==> config.mk <==
export PLATFORM = sky130hd
export DESIGN_NAME = pit_timer
export DESIGN_NICKNAME = d
export VERILOG_FILES = /design/src/rtl/pit_pkg.sv /design/src/rtl/pit_prescaler.sv /design/src/rtl/pit_interval.sv /design/src/rtl/pit_regs.sv /design/src/rtl/pit_timer.sv
export SDC_FILE = /design/constraint.sdc
export NUM_CORES = 1
export LEC_CHECK = 0
export CORE_MARGIN = 1.5
export CORE_UTILIZATION = 29
export DETAILED_ROUTE_END_ITERATION = 10
export GPL_ROUTABILITY_DRIVEN = 0
export SYNTH_ARGS = -nofsm -noshare
export SYNTH_HDL_FRONTEND = slang
export SYNTH_HIERARCHICAL = 1
export SYNTH_SLANG_ARGS = --single-unit
==> constraint.sdc <==
create_clock -name clk -period 4.5 [get_ports clk]
set_input_delay 1.35 -clock clk [delete_from_list [all_inputs] [get_ports clk]]
set_output_delay 1.35 -clock clk [all_outputs]
set_load 0.03 [all_outputs]
==> src/rtl/pit_pkg.sv <==
package pit_pkg;
   // Register byte offsets; software depends on these
   localparam int unsigned OFS_MODE   = 32'h00;
   localparam int unsigned OFS_STATUS = 32'h04;
   localparam int unsigned OFS_ACKVAL = 32'h08;
   localparam int unsigned OFS_IMAGE  = 32'h0C;

   // Mode register control bit positions
   localparam int unsigned MODE_RUN_BIT = 24;
   localparam int unsigned MODE_IRQ_BIT = 25;

   typedef enum logic [2:0] {
      SEL_NONE,
      SEL_MODE,
      SEL_STATUS,
      SEL_ACKVAL,
      SEL_IMAGE
   } reg_sel_e;
endpackage

==> src/rtl/pit_prescaler.sv <==
module pit_prescaler #(
   parameter int unsigned DIV = 16
) (
   input  logic clk,
   input  logic rst_n,
   input  logic run,
   output logic tick
);
   generate
      if (DIV < 1) begin : g_bad_div
         $error("pit_prescaler: DIV must be at least 1");
      end

      if (DIV == 1) begin : g_bypass
         logic unused_bypass;
         assign unused_bypass = clk ^ rst_n;
         assign tick = run;
      end else begin : g_div
         localparam int unsigned PW = $clog2(DIV);
         localparam logic [PW-1:0] LAST = PW'(DIV - 1);
         logic [PW-1:0] phase_q;

         assign tick = run && (phase_q == LAST);

         always_ff @(posedge clk or negedge rst_n) begin
            if (!rst_n) begin
               phase_q <= '0;
            end else if (!run || tick) begin
               phase_q <= '0;
            end else begin
               phase_q <= phase_q + 1'b1;
            end
         end

         AST_TICK_GAP: assert property (@(posedge clk) disable iff (!rst_n)
            tick |=> !tick) else $error("tick on adjacent cycles");
      end
   endgenerate
endmodule

==> src/rtl/pit_interval.sv <==
module pit_interval #(
   parameter int unsigned CNT_W = 20,
   parameter int unsigned OVF_W = 12
) (
   input  logic             clk,
   input  logic             rst_n,
   input  logic             enable,
   input  logic             tick,
   input  logic             ack,
   input  logic [CNT_W-1:0] period_in,
   output logic             running,
   output logic [CNT_W-1:0] cnt_q,
   output logic [OVF_W-1:0] ovf_q,
   output logic             status_q
);
   logic [CNT_W-1:0] held_period_q;
   logic [CNT_W-1:0] limit;
   logic             at_zero;
   logic             wrap;

   assign at_zero = (cnt_q == '0);
   // a period is bounded by the value seen while the count sits at zero
   assign limit   = at_zero ? period_in : held_period_q;
   assign wrap    = tick && (cnt_q == limit);
   // keep going after the enable drops until the count is back at zero
   assign running = enable || !at_zero;

   always_ff @(posedge clk or negedge rst_n) begin
      if (!rst_n) begin
         held_period_q <= '0;
      end else if (at_zero) begin
         held_period_q <= period_in;
      end
   end

   always_ff @(posedge clk or negedge rst_n) begin
      if (!rst_n) begin
         cnt_q <= '0;
      end else if (wrap) begin
         cnt_q <= '0;
      end else if (tick) begin
         cnt_q <= cnt_q + 1'b1;
      end
   end

   always_ff @(posedge clk or negedge rst_n) begin
      if (!rst_n) begin
         ovf_q    <= '0;
         status_q <= 1'b0;
      end else if (ack) begin
         ovf_q    <= wrap ? OVF_W'(1) : '0;
         status_q <= wrap;
      end else if (wrap) begin
         ovf_q    <= ovf_q + 1'b1;
         status_q <= 1'b1;
      end
   end

   AST_CNT_IN_RANGE: assert property (@(posedge clk) disable iff (!rst_n)
      (cnt_q != '0) |-> (cnt_q <= held_period_q)) else $error("count beyond period");
   AST_ACK_CLEARS: assert property (@(posedge clk) disable iff (!rst_n)
      (ack && !tick) |=> (ovf_q == '0 && !status_q)) else $error("ack did not clear");
   AST_STOP_HOLD: assert property (@(posedge clk) disable iff (!rst_n)
      (!enable && at_zero) |=> (cnt_q == '0)) else $error("count moved while stopped");
endmodule

==> src/rtl/pit_regs.sv <==
module pit_regs
   import pit_pkg::*;
#(
   parameter int unsigned ADDR_W = 5,
   parameter int unsigned DATA_W = 32,
   parameter int unsigned CNT_W  = 20,
   parameter int unsigned OVF_W  = 12
) (
   input  logic              clk,
   input  logic              rst_n,
   input  logic              wr_en,
   input  logic              rd_en,
   input  logic [ADDR_W-1:0] addr,
   input  logic [DATA_W-1:0] wdata,
   input  logic [CNT_W-1:0]  cnt,
   input  logic [OVF_W-1:0]  ovf,
   input  logic              status,
   output logic [CNT_W-1:0]  period,
   output logic              run_en,
   output logic              irq_en,
   output logic              ack,
   output logic [DATA_W-1:0] rdata
);
   localparam int unsigned PAD_W = DATA_W - CNT_W - OVF_W;

   reg_sel_e          sel;
   logic [DATA_W-1:0] mode_word;
   logic [DATA_W-1:0] count_word;
   logic [DATA_W-1:0] status_word;
   logic [DATA_W-1:0] rd_mux;
   logic              unused_wdata;

   assign unused_wdata = ^wdata;

   always_comb begin
      unique case (addr)
         ADDR_W'(OFS_MODE):   sel = SEL_MODE;
         ADDR_W'(OFS_STATUS): sel = SEL_STATUS;
         ADDR_W'(OFS_ACKVAL): sel = SEL_ACKVAL;
         ADDR_W'(OFS_IMAGE):  sel = SEL_IMAGE;
         default:             sel = SEL_NONE;
      endcase
   end

   always_ff @(posedge clk or negedge rst_n) begin
      if (!rst_n) begin
         period <= '0;
         run_en <= 1'b0;
         irq_en <= 1'b0;
      end else if (wr_en && sel == SEL_MODE) begin
         period <= wdata[CNT_W-1:0];
         run_en <= wdata[MODE_RUN_BIT];
         irq_en <= wdata[MODE_IRQ_BIT];
      end
   end

   always_comb begin
      mode_word               = '0;
      mode_word[CNT_W-1:0]    = period;
      mode_word[MODE_RUN_BIT] = run_en;
      mode_word[MODE_IRQ_BIT] = irq_en;
      status_word             = '0;
      status_word[0]          = status;
   end

   generate
      if (PAD_W == 0) begin : g_count_full
         assign count_word = {ovf, cnt};
      end else begin : g_count_pad
         assign count_word = {{PAD_W{1'b0}}, ovf, cnt};
      end
   endgenerate

   always_comb begin
      unique case (sel)
         SEL_MODE:              rd_mux = mode_word;
         SEL_STATUS:            rd_mux = status_word;
         SEL_ACKVAL, SEL_IMAGE: rd_mux = count_word;
         default:               rd_mux = '0;
      endcase
   end

   assign ack = rd_en && (sel == SEL_ACKVAL);

   always_ff @(posedge clk or negedge rst_n) begin
      if (!rst_n) begin
         rdata <= '0;
      end else if (rd_en) begin
         rdata <= rd_mux;
      end
   end
endmodule

==> src/rtl/pit_timer.sv <==
module pit_timer
   import pit_pkg::*;
#(
   parameter int unsigned ADDR_W   = 5,
   parameter int unsigned DATA_W   = 32,
   parameter int unsigned CNT_W    = 20,
   parameter int unsigned OVF_W    = 12,
   parameter int unsigned PRESCALE = 16
) (
   input  logic              clk,
   input  logic              rst_n,
   input  logic              wr_en,
   input  logic              rd_en,
   input  logic [ADDR_W-1:0] addr,
   input  logic [DATA_W-1:0] wdata,
   output logic [DATA_W-1:0] rdata,
   output logic              irq
);
   generate
      if (CNT_W + OVF_W > DATA_W) begin : g_bad_fields
         $error("pit_timer: count fields exceed the data width");
      end
      if (CNT_W > MODE_RUN_BIT || MODE_IRQ_BIT >= DATA_W) begin : g_bad_mode
         $error("pit_timer: period field overlaps the mode control bits");
      end
      if (ADDR_W < 4) begin : g_bad_addr
         $error("pit_timer: address too narrow for four registers");
      end
   endgenerate

   logic [CNT_W-1:0] period;
   logic             run_en;
   logic             irq_en;
   logic             ack;
   logic             running;
   logic             tick;
   logic [CNT_W-1:0] cnt;
   logic [OVF_W-1:0] ovf;
   logic             status;

   pit_regs #(
      .ADDR_W(ADDR_W), .DATA_W(DATA_W), .CNT_W(CNT_W), .OVF_W(OVF_W)
   ) u_regs (
      .clk    (clk),
      .rst_n  (rst_n),
      .wr_en  (wr_en),
      .rd_en  (rd_en),
      .addr   (addr),
      .wdata  (wdata),
      .cnt    (cnt),
      .ovf    (ovf),
      .status (status),
      .period (period),
      .run_en (run_en),
      .irq_en (irq_en),
      .ack    (ack),
      .rdata  (rdata)
   );

   pit_prescaler #(.DIV(PRESCALE)) u_presc (
      .clk   (clk),
      .rst_n (rst_n),
      .run   (running),
      .tick  (tick)
   );

   pit_interval #(.CNT_W(CNT_W), .OVF_W(OVF_W)) u_ival (
      .clk       (clk),
      .rst_n     (rst_n),
      .enable    (run_en),
      .tick      (tick),
      .ack       (ack),
      .period_in (period),
      .running   (running),
      .cnt_q     (cnt),
      .ovf_q     (ovf),
      .status_q  (status)
   );

   assign irq = status && irq_en;

   AST_IRQ_QUIET: assert property (@(posedge clk) disable iff (!rst_n)
      !irq_en |-> !irq) else $error("irq without enable");
   AST_IRQ_AFTER_ACK: assert property (@(posedge clk) disable iff (!rst_n)
      (ack && !tick) |=> !irq) else $error("irq survived ack");
endmodule

==> key figures <==
Synthesis
  – Post-synth EDFFs: 0
  – Async S/R FF share, synth: 1.00
  – Main synth FF type: dfrtp_1
  – Register area share after synthesis: 0.514
  – Synth unique cells: 63
  – Syn Area/Cell: 11.2 sq um
  – Synthesis Warnings: 6
  – Syn nets: 527
  – Syn Std Cell Area: 0.00540 sq mm
  – Post-synthesis cell count: 482
  – FF+latch count, synth: 111

Worst setup path
  – Worst Path Required: 4.70 ns
  – Kind of critical path: reg -> reg
  – CP endpoint kind: register
  – CP Max Fanout: 13
  – Nature of the critical path startpoint: register
  – CP arrival: 4.30 ns

Floorplan
  – Chip Height: 140 microns
  – Die area: 0.0195 sq mm
  – Die width: 140 microns
  – Boundary Pins: 74
  – Core region area: 0.0181 sq mm
  – Starting Density: 0.298
  – Rows: 49

Timing
  – RSZ-0062 raised after global routing: false
  – Slew @ Worst Pin: 1.12 ns
  – Rel. slew slack: 0.250
  – Final setup fails: 0
  – Final Max Tran Viols: 0
  – Setup skew after layout: 0.00730 ns
  – Minimum clock period: 4.09 ns
  – Final cycle utilization of the critical path: 0.910
  – Hold_ws: 0.488 ns
  – Fmax: 244 MHz
  – Setup TNS: 0 ns
  – Hold Violations, Final: 0

Place
  – Cells after DPL: 762
  – Placed instance area: 0.00626 sq mm
  – DP Wirelength: 9.70 mm
  – IO Port Bufs: 63

Finish
  – Register Area: 0.00278 sq mm
  – Post-layout nets: 589
  – Layout cells sized above 1: 0.126
  – Commonest non-fill, non-tap cell in the layout: dfrtp_1
  – Fin cells: 778
  – # diodes: 0
  – Filler instances: 1,830
  – Most frequent cells in the layout: dfrtp_1, clkdlybuf4s50_1, nand2_1
  – Design area: 0.00657 sq mm
  – Area delta synth->final: 21.6%
  – Multi-input gate area: 0.00236 sq mm

Hold path
  – Hold WC Path Type: reg -> reg

Route
  – # DRC: 2
  – Vias per inst: 5.00
  – Iter 0 DRT Violations: 164
  – DRT Wirelength: 13.9 mm
  – Pre-antenna DRT Iters: 7
  – DR WL/cell: 17.8 microns
  – Post-route ant nets: 0
  – Vias: 3,892

Clocking
  – TritonCTS clock tree: yes
  – H-Tree Level Count: 3
  – Clock buffer count from CTS: 9
  – Worst-skew pair later-pin latency: 0.35 ns
  – Hold_buf cts: 0
  – Clk sinks: 111
  – Clock root buffer: clkbuf_16
  – Postcts setup bufs: 0
  – Clk pin slew, worst setup/hold paths: 0.07 ns
  – Deepest clock path buffer count: 2
  – Post-CTS resize count: 0

Global route
  – Initial antenna violation count: 0
  – Largest net degree at the start of global routing: 51
  – Gr usage total: 0.147
  – First-pass GRT wire length: 22.5 mm
  – Vias in the first global route: 4,126
  – Grt total ovfl: 0

Status
  – Failing checks: DRC
  – Status: complete, but fails checks

Power and ir drop
  – PD cells: 356 mW/mm^2
  – Leak: 2.98 nW
  – Maximum vdd drop: 193 uV

Job
  – MaxCap Viol Count: 0
## report_power, final
| part | total (mW) | leakage, nW | switching (mW) | internal (mW) |
|---|---|---|---|---|
| combinational | 0.316 | 1.34 | 0.145 | 0.171 |
| sequential | 1.19 | 1.48 | 0.0918 | 1.09 |
| clock | 0.839 | 0.151 | 0.352 | 0.487 |
| total | 2.34 | 2.98 | 0.589 | 1.75 |
## sequential cells by signal (all words and copies together) (netlist names)
name and cells:
u_ival/cnt_q 20, u_presc/g_div.phase_q 4, u_ival/held_period_q 20, u_regs/rdata 32
u_regs/irq_en 1, u_ival/status_q 1, u_ival/ovf_q 12, u_regs/period 20
u_regs/run_en 1
## per-stage QoR
step / total power [mW] / util / worst slack, ns
after floorplan: 1.39 / - / 1.41
after global placement: 1.51 / 0.345 / 0.554
after detailed placement: 1.52 / 0.345 / 0.457
after CTS: 2.37 / 0.362 / 0.429
after global routing: 2.44 / 0.362 / 0.0965
final: 2.34 / 0.362 / 0.406
## synth_stat cells, drive strengths merged (9+ instances only)
| cell type | n | area [sq um] |
|---|---|---|
| a22o | 10 | 87.6 |
| nor2b | 15 | 93.8 |
| buf | 10 | 95.1 |
| clkbuf | 15 | 56.3 |
| o21ai | 9 | 45.0 |
| a22oi | 21 | 158 |
| and3 | 11 | 68.8 |
| mux2 | 29 | 405 |
| dfrtp | 111 | 2780 |
| nand4 | 10 | 62.6 |
| inv | 30 | 113 |
| nand3 | 15 | 75.1 |
| nand2 | 36 | 138 |
| o2bb2ai | 22 | 193 |
| nor2 | 31 | 133 |
| xnor2 | 19 | 166 |
| a21oi | 9 | 45.0 |
## critical path, stage by stage, from the launching register on
cell,delay (ns)
dfrtp_1,0.45
inv_1,0.09
ha_1,0.21
or3b_1,0.23
or3_1,0.15
inv_1,0.08
nor2_1,0.62
o221a_2,0.36
nand4_1,0.10
or3_1,0.36
o22ai_1,0.17
mux2i_1,0.13
nor3_4,0.48
buf_4,0.27
mux2i_1,0.19
nor2_1,0.06
## logic make-up after synthesis
| group | Yosys count | synth area share |
|---|---|---|
| and+or+nand+nor | 150 | 0.151 |
| buffers and inverters | 55 | 0.0488 |
| xor gates and xnor gates | 27 | 0.0438 |
| DFF | 111 | 0.514 |
| AOI/OAI and AO/OA | 102 | 0.150 |
| adders and majority gates | 4 | 0.00926 |
| muxes | 33 | 0.0831 |
## final timing paths
| path | startpoint | to | slack [ns] | depth (start not counted) |
|---|---|---|---|---|
| worst max-delay path | u_ival/cnt_q[0]$_DFFE_PN0P_ | u_ival/ovf_q[1]$_DFFE_PN0P_ | 0.41 | 15 |
| worst min-delay path | u_ival/held_period_q[15]$_DFF_PN0_ | u_ival/held_period_q[15]$_DFF_PN0_ | 0.49 | 2 |
| worst max register to register | u_ival/cnt_q[0]$_DFFE_PN0P_ | u_ival/ovf_q[1]$_DFFE_PN0P_ | 0.41 | 15 |
| worst min register to register | u_ival/held_period_q[15]$_DFF_PN0_ | u_ival/held_period_q[15]$_DFF_PN0_ | 0.49 | 2 |
| max in group asynchronous | rst_n | u_ival/held_period_q[10]$_DFF_PN0_ | 2.62 | 2 |
| min in group asynchronous | rst_n | u_ival/held_period_q[15]$_DFF_PN0_ | 1.02 | 1 |
## metal layers
layer,GRT usage,routed length (microns)
met2,0.245,6700
met4,0.0431,246
met5,0,0
met1,0.190,6380
met3,0.0351,553
## area by class of cell
| cell class | instances | share of cell area |
|---|---|---|
| Sequential cell | 111 | 0.423 |
| Multi-Input combinational cell | 316 | 0.359 |
| Timing Repair Buffer | 76 | 0.110 |
| Tap cell | 229 | 0.0436 |
| Clock buffer | 12 | 0.0360 |
| Inverter | 30 | 0.0171 |
| Clock inverter | 4 | 0.0107 |
(Power assumes the default switching activity.)
